--- src/rtl/jtag_scan_pkg.sv ---
`timescale 1ns/1ps
package jtag_scan_pkg;

  typedef enum logic [1:0] {
    CMD_TAP_RESET = 2'b00,
    CMD_IR_SCAN   = 2'b01,
    CMD_DR_SCAN   = 2'b10,
    CMD_NONE      = 2'b11
  } scan_cmd_e;

  // one entry per TCK cycle kind driven by the sequencer
  typedef enum logic [3:0] {
    SQ_IDLE,
    SQ_RST,
    SQ_SEL_DR,
    SQ_SEL_IR,
    SQ_CAPTURE,
    SQ_TO_SHIFT,
    SQ_SHIFT,
    SQ_UPDATE,
    SQ_RETURN
  } seq_state_e;

  localparam int RESET_TMS_HIGH = 5;

endpackage

--- src/rtl/jtag_tck_gen.sv ---
`timescale 1ns/1ps
// TCK divider: emits one-cycle strobes on the system clock edge where TCK rises or falls.
module jtag_tck_gen #(
  parameter int TCK_DIV = 4
) (
  input  logic clk,
  input  logic rst,
  input  logic run,
  output logic tck,
  output logic rise_evt,
  output logic fall_evt
);
  localparam int HALF = (TCK_DIV < 4) ? 2 : TCK_DIV / 2;
  localparam int CW   = (HALF > 1) ? $clog2(HALF) : 1;
  localparam logic [CW-1:0] CNT_LAST = CW'(HALF - 1);

  logic [CW-1:0] cnt;
  logic          expire;

  assign expire   = run && (cnt == CNT_LAST);
  assign rise_evt = expire && !tck;
  assign fall_evt = expire && tck;

  always_ff @(posedge clk) begin
    if (rst || !run) begin
      cnt <= '0;
      tck <= 1'b0;
    end else if (expire) begin
      cnt <= '0;
      tck <= !tck;
    end else begin
      cnt <= cnt + 1'b1;
    end
  end
endmodule

--- src/rtl/jtag_scan_ram.sv ---
`timescale 1ns/1ps
// Simple dual-port byte memory with registered read, block RAM friendly.
module jtag_scan_ram #(
  parameter int DEPTH = 256,
  parameter int AW    = 8
) (
  input  logic          clk,
  input  logic          we,
  input  logic [AW-1:0] waddr,
  input  logic [7:0]    wdata,
  input  logic [AW-1:0] raddr,
  output logic [7:0]    rdata
);
  logic [7:0] mem [DEPTH];

  always_ff @(posedge clk) begin
    if (we) mem[waddr] <= wdata;
    rdata <= mem[raddr];
  end
endmodule

--- src/rtl/jtag_scan_seq.sv ---
`timescale 1ns/1ps
// TMS/TDI sequencer, bit and word counters, memory addressing.
module jtag_scan_seq
  import jtag_scan_pkg::*;
#(
  parameter int SIZE_W = 16,
  parameter int WC_W   = 8,
  parameter int AW     = 8
) (
  input  logic              clk,
  input  logic              rst,
  input  logic              start,
  input  logic [1:0]        cmd,
  input  logic [SIZE_W-1:0] scan_bits,
  input  logic [WC_W-1:0]   scan_words,
  input  logic              rise_evt,
  input  logic              fall_evt,
  input  logic              tdo,
  input  logic [7:0]        rd_byte,
  output logic              ready,
  output logic              run,
  output logic              tms,
  output logic              tdi,
  output logic              wr_en,
  output logic [AW-1:0]     wr_addr,
  output logic [7:0]        wr_data,
  output logic [AW-1:0]     rd_addr
);
  localparam logic [2:0] RST_LAST = 3'(RESET_TMS_HIGH);

  scan_cmd_e         cmd_e;
  seq_state_e        state, st_n;
  logic [2:0]        rst_cnt, rc_n;
  logic              is_ir;
  logic [SIZE_W-1:0] bits_q, bit_idx, bit_n;
  logic [WC_W-1:0]   words_left, wl_n;
  logic [AW-1:0]     byte_addr;
  logic [7:0]        rx_byte, rx_merged;
  logic              launch_ok, last_bit, last_n, tms_n;

  assign cmd_e   = scan_cmd_e'(cmd);
  assign rd_addr = byte_addr;

  assign launch_ok = start && ready &&
                     ((cmd_e == CMD_TAP_RESET) ||
                      (cmd_e == CMD_IR_SCAN && scan_bits != '0) ||
                      (cmd_e == CMD_DR_SCAN && scan_bits != '0 && scan_words != '0));

  assign last_bit  = (bit_idx == bits_q - 1'b1);
  assign last_n    = (bit_n == bits_q - 1'b1);
  assign rx_merged = rx_byte | (8'(tdo) << bit_idx[2:0]);

  function automatic logic tms_for(seq_state_e s, logic [2:0] rc, logic lastb);
    case (s)
      SQ_RST:                return rc < RST_LAST;
      SQ_SEL_DR, SQ_SEL_IR:  return 1'b1;
      SQ_SHIFT:              return lastb;
      SQ_UPDATE:             return 1'b1;
      default:               return 1'b0;
    endcase
  endfunction

  // step taken at each falling TCK edge
  always_comb begin
    st_n = state;
    rc_n = rst_cnt;
    bit_n = bit_idx;
    wl_n = words_left;
    case (state)
      SQ_RST: begin
        if (rst_cnt == RST_LAST) st_n = SQ_IDLE;
        else rc_n = rst_cnt + 1'b1;
      end
      SQ_SEL_DR:   st_n = is_ir ? SQ_SEL_IR : SQ_CAPTURE;
      SQ_SEL_IR:   st_n = SQ_CAPTURE;
      SQ_CAPTURE:  st_n = SQ_TO_SHIFT;
      SQ_TO_SHIFT: begin
        st_n  = SQ_SHIFT;
        bit_n = '0;
      end
      SQ_SHIFT: begin
        if (last_bit) st_n = SQ_UPDATE;
        else bit_n = bit_idx + 1'b1;
      end
      SQ_UPDATE:   st_n = SQ_RETURN;
      SQ_RETURN: begin
        if (words_left > WC_W'(1)) begin
          st_n = SQ_SEL_DR;
          wl_n = words_left - 1'b1;
        end else begin
          st_n = SQ_IDLE;
        end
      end
      default:     st_n = SQ_IDLE;
    endcase
    tms_n = tms_for(st_n, rc_n, last_n);
  end

  always_ff @(posedge clk) begin
    if (rst) begin
      state      <= SQ_IDLE;
      ready      <= 1'b1;
      run        <= 1'b0;
      tms        <= 1'b0;
      tdi        <= 1'b0;
      wr_en      <= 1'b0;
      wr_addr    <= '0;
      wr_data    <= '0;
      rst_cnt    <= '0;
      is_ir      <= 1'b0;
      bits_q     <= '0;
      bit_idx    <= '0;
      words_left <= '0;
      byte_addr  <= '0;
      rx_byte    <= '0;
    end else begin
      wr_en <= 1'b0;
      if (state == SQ_IDLE) begin
        if (launch_ok) begin
          ready      <= 1'b0;
          run        <= 1'b1;
          tms        <= 1'b1;
          tdi        <= 1'b0;
          rst_cnt    <= '0;
          bit_idx    <= '0;
          byte_addr  <= '0;
          rx_byte    <= '0;
          bits_q     <= scan_bits;
          is_ir      <= (cmd_e == CMD_IR_SCAN);
          words_left <= (cmd_e == CMD_DR_SCAN) ? scan_words : WC_W'(1);
          state      <= (cmd_e == CMD_TAP_RESET) ? SQ_RST : SQ_SEL_DR;
        end
      end else begin
        if (rise_evt && state == SQ_SHIFT) begin
          if (bit_idx[2:0] == 3'd7 || last_bit) begin
            wr_en     <= 1'b1;
            wr_addr   <= byte_addr;
            wr_data   <= rx_merged;
            byte_addr <= byte_addr + 1'b1;
            rx_byte   <= '0;
          end else begin
            rx_byte   <= rx_merged;
          end
        end
        if (fall_evt) begin
          state      <= st_n;
          rst_cnt    <= rc_n;
          bit_idx    <= bit_n;
          words_left <= wl_n;
          tms        <= tms_n;
          tdi        <= (st_n == SQ_SHIFT) ? rd_byte[bit_n[2:0]] : 1'b0;
          if (st_n == SQ_IDLE) begin
            run   <= 1'b0;
            ready <= 1'b1;
          end
        end
      end
    end
  end
endmodule

--- src/rtl/jtag_scan_master.sv ---
`timescale 1ns/1ps
module jtag_scan_master #(
  parameter int TCK_DIV   = 4,
  parameter int SIZE_W    = 16,
  parameter int WC_W      = 8,
  parameter int MEM_BYTES = 256,
  localparam int AW       = $clog2(MEM_BYTES)
) (
  input  logic              clk,
  input  logic              rst,
  input  logic              start,
  input  logic [1:0]        cmd,
  input  logic [SIZE_W-1:0] scan_bits,
  input  logic [WC_W-1:0]   scan_words,
  output logic              ready,
  input  logic              host_we,
  input  logic [AW-1:0]     host_addr,
  input  logic [7:0]        host_wdata,
  output logic [7:0]        host_rdata,
  output logic              tck,
  output logic              tms,
  output logic              tdi,
  input  logic              tdo
);
  logic          run, rise_evt, fall_evt;
  logic          eng_we;
  logic [AW-1:0] eng_waddr, eng_raddr;
  logic [7:0]    eng_wdata;
  logic          ram_we;
  logic [AW-1:0] ram_waddr, ram_raddr;
  logic [7:0]    ram_wdata, ram_rdata;

  jtag_tck_gen #(.TCK_DIV(TCK_DIV)) u_tck (
    .clk(clk), .rst(rst), .run(run),
    .tck(tck), .rise_evt(rise_evt), .fall_evt(fall_evt)
  );

  jtag_scan_seq #(.SIZE_W(SIZE_W), .WC_W(WC_W), .AW(AW)) u_seq (
    .clk(clk), .rst(rst), .start(start), .cmd(cmd),
    .scan_bits(scan_bits), .scan_words(scan_words),
    .rise_evt(rise_evt), .fall_evt(fall_evt), .tdo(tdo), .rd_byte(ram_rdata),
    .ready(ready), .run(run), .tms(tms), .tdi(tdi),
    .wr_en(eng_we), .wr_addr(eng_waddr), .wr_data(eng_wdata), .rd_addr(eng_raddr)
  );

  // host owns the memory ports only while idle
  assign ram_we    = ready ? host_we    : eng_we;
  assign ram_waddr = ready ? host_addr  : eng_waddr;
  assign ram_wdata = ready ? host_wdata : eng_wdata;
  assign ram_raddr = ready ? host_addr  : eng_raddr;
  assign host_rdata = ram_rdata;

  jtag_scan_ram #(.DEPTH(MEM_BYTES), .AW(AW)) u_ram (
    .clk(clk), .we(ram_we), .waddr(ram_waddr), .wdata(ram_wdata),
    .raddr(ram_raddr), .rdata(ram_rdata)
  );
endmodule

--- config.mk ---
export PLATFORM = sky130hd
export DESIGN_NAME = jtag_scan_master
export DESIGN_NICKNAME = d
export VERILOG_FILES = /design/src/rtl/jtag_scan_pkg.sv /design/src/rtl/jtag_tck_gen.sv /design/src/rtl/jtag_scan_ram.sv /design/src/rtl/jtag_scan_seq.sv /design/src/rtl/jtag_scan_master.sv
export SDC_FILE = /design/constraint.sdc
export NUM_CORES = 2
export LEC_CHECK = 0
export BUFFER_PORTS_ARGS = -buffer_cell sky130_fd_sc_hd__buf_4
export CAP_MARGIN = 20
export CORE_UTILIZATION = 45
export CTS_CLUSTER_SIZE = 8
export DETAILED_ROUTE_END_ITERATION = 12
export PLACE_DENSITY = 0.69
export SETUP_SLACK_MARGIN = 0.5
export SLEW_MARGIN = 20
export SYNTH_ARGS = -nofsm -noshare
export SYNTH_HDL_FRONTEND = slang
export SYNTH_SLANG_ARGS = --single-unit
--- constraint.sdc ---
create_clock -name clk -period 8.5 [get_ports clk]
set_input_delay 1.275 -clock clk [delete_from_list [all_inputs] [get_ports clk]]
set_output_delay 1.275 -clock clk [all_outputs]
set_load 0.01 [all_outputs]
==> metrics.txt <==
boundary pin count 59; setup TNS 0 ns; number of enable flip-flop cells after synthesis 2048; top cell type by total area after synthesis edfxtp_1; pin count of the biggest net entering global routing 115; DRC Markers 0; worst vdd ir 245 uV; Critical Path Stages 12; post-synthesis sequential area ratio 0.738; Crit path max-delay family compound AO/OA/AOI/OAI gates; Max Slew Vio Count 0; first-pass GRT wire length 310000 um; clock slew at reported path FFs 0.05 ns; Syn-to-layout area delta 13.9%; total power 25.6 mW; slew margin rel. 0.253; vias in the first global route 46054; cts repair resizes 0; final setup vio count 0; xor-xnor portion of the synthesized cell area 0.00501; Final ANT Viol Nets 0; arrival time worst endpoint 5.86 ns; PwrDens 261 nW/um2; final hold violations 0; Initial Util 0.452; Synth area leaders edfxtp_1 (72%), mux4_2 (13%), dfxtp_1 (2.2%); Clock Tree Buf Depth 4; CTS H-tree depth 5; post-synthesis compound-gate area fraction 0.0458; post-route clock skew 0.0687 ns; startpoint types register; port bufs 58; outcome completed; Reg2Reg Capture Point u_ram.rdata[4]$_DFF_P_; Min-Delay Path Class reg2reg; share of layout cells above drive strength 1 0.210; Max stage delay on crit path 0.63 ns; DP Worst Slack 2.79 ns; CP Capture Point u_ram.rdata[4]$_DFF_P_; Util after Layout 0.515; count leader, synth edfxtp_1; initial antenna violation count 5; worst reg-to-reg setup slack 3.40 ns; worst skew pair latency 0.91 ns; Yosys top cell area share 0.716; Hold Buf Count CTS 0; Starting DRT DRC Count 5837; final period utilization 0.600; Mapped Cells 4697; final wirelength 210000 um; Worst setup startpoint u_seq.ready$_SDFFE_PP1P_; Mean Syn Cell Area 18.3 um2; worst path bufs/invs 3; Core Box Area 190000 um2; worst-path fanout max 88; net count after synthesis 4752; gp weighted congestion 0.870; Die ar. 193000 um2; final instance area 97900 um2; RSZ-0062 raised after global routing false; post-synthesis mux area share 0.140; Pleak 30.6 nW; grt ovf 0; filler instances 14685; Synth Area in Adders 0.00116; Worst Path Required 9.27 ns; Post-CTS Setup Inserts 0; worst reg-to-reg path cell count 12; via/cell ratio 6.19; CTS tree done; Die Y 439 um; fmax 196 MHz; row cnt 160; register bit count reported by yosys 2143; FF-to-FF Start u_seq.ready$_SDFFE_PP1P_; DRT Pass-1 Iters 6; Ys Warns 0; largest family of logic cells by synthesized area multiplexers; Synth Area in Simple Gates 0.0547; HPWL after DPL 122000 um; CTS buffer count 318; Crit-path slowest cell mux2i_4; crit-path cells mux2i_4 > buf_4 > buf_12 > buf_4 > mux4_2 > and2_1 > a211oi_1 > a31oi_1 > a211oi_1 > a21oi_1 > a211oi_1 > a21oi_1; Post-synth top cells edfxtp_1 (2048), mux4_2 (512), nor2_1 (365), nand2_1 (358), clkbuf_1 (249); asr flop ratio synth 0; final worst setup slack 3.40 ns; root buf cell clkbuf_16; Area after DPL 89400 um2; CP Class reg2reg; Main synth FF type edfxtp_1; Die Width 439 um; Distinct cells, synth 83; clk sink count 2143; Multi-input gate area 21500 um2; Slew @ Worst Pin 1.12 ns; FF+latch area 63400 um2; Global Route Usage Sum 0.217; endpoint class of the critical path register; worst hold stages 1; Mapped Area 85900 um2; net count of the finished layout 4899; Crit path top cell by count a211oi_1; maxcap violations 0; Vias 46119; Tmin final 5.10 ns; wire per inst 28.2 um
## worst reg2reg max path: cells and delay by family (launching register included)
kind / cells / cell delay (ns)
flip-flops: 1 / 0.54
buffers and inverters: 3 / 1.48
multiplexers: 2 / 1.22
AND/OR/NAND/NOR: 1 / 0.17
AO/OA/AOI/OAI: 6 / 1.56
## metal layers
layer / wire length, um / share of wire / vias up / global-route usage
met5: 15 / 0.000071 / - / 0
met4: 6710 / 0.032 / 2 / 0.0752
met3: 18400 / 0.087 / 444 / 0.0426
met2: 101000 / 0.48 / 2338 / 0.342
met1: 84500 / 0.40 / 24145 / 0.303
li1: - / - / 19190 / -
## through the flow
stage / std cells / hold slack (ns)
CTS: 7445 / 0.479
global route: 7447 / 0.504
finish: 7447 / 0.475
detailed placement: 7035 / 0.448
global placement: 7034 / 0.444
floorplan: 4697 / 0.432
## logic make-up after synthesis
logic type	Yosys count
AO/OA/AOI/OAI	560
multiplexers	564
adder cells (fa/ha/maj)	8
flip-flops	2143
XOR/XNOR	46
buffers and inverters	338
AND/OR/NAND/NOR	1038
## registers in the layout (all words and copies together) (netlist names)
register          count
u_seq.rst_cnt         3
u_seq.is_ir           1
u_seq.words_left      8
u_ram.mem          2048
u_ram.rdata           8
u_seq.run             1
u_seq.bits_q         16
u_seq.tdi             1
u_seq.wr_addr         8
u_seq.rx_byte         8
u_seq.rd_addr         8
u_seq.ready           1
u_tck.tck             1
u_seq.wr_en           1
u_seq.state           4
u_seq.tms             1
u_seq.wr_data         8
u_tck.cnt             1
u_seq.bit_idx        16
## how the worst min path moves through the flow
stage,start,endpoint
6_report,u_tck.cnt$_SDFF_PP0_,u_tck.cnt$_SDFF_PP0_
4_1_cts,u_seq.wr_addr[7]$_SDFFE_PP0P_,u_seq.wr_addr[7]$_SDFFE_PP0P_
2_1_floorplan,u_seq.rd_addr[6]$_SDFFE_PP0P_,u_seq.wr_addr[6]$_SDFFE_PP0P_
5_1_grt,u_seq.wr_addr[2]$_SDFFE_PP0P_,u_seq.wr_addr[2]$_SDFFE_PP0P_
3_5_place_dp,u_seq.rd_addr[6]$_SDFFE_PP0P_,u_seq.wr_addr[6]$_SDFFE_PP0P_
3_3_place_gp,u_seq.rd_addr[6]$_SDFFE_PP0P_,u_seq.wr_addr[6]$_SDFFE_PP0P_
## area by class of cell
cell class | count | share of cell area
diodes | 2 | 0.0000511
repair buffers | 144 | 0.0129
multi-input cells | 2216 | 0.220
clock inverters | 7 | 0.000613
clock buffers | 403 | 0.0864
well taps | 2511 | 0.0321
inverters | 21 | 0.000805
flip-flops and latches | 2143 | 0.648
## power by group
group          internal, mW  switching, mW
Sequential             11.8         0.0954
Combinational         0.904           1.70
Clock                  6.82           4.19
Total                  19.6           5.99
## cells in the final DEF (no fill, tap or decap), types with 78 or more instances in the layout
| cell | count |
|---|---|
| nand2_1 | 358 |
| a21oi_1 | 112 |
| dfxtp_1 | 94 |
| mux4_2 | 512 |
| clkbuf_16 | 326 |
| and2_1 | 131 |
| a31oi_1 | 78 |
| edfxtp_1 | 2048 |
| a211oi_1 | 186 |
| buf_4 | 129 |
| nor2_1 | 365 |
Power figures use the tool's default switching activity.
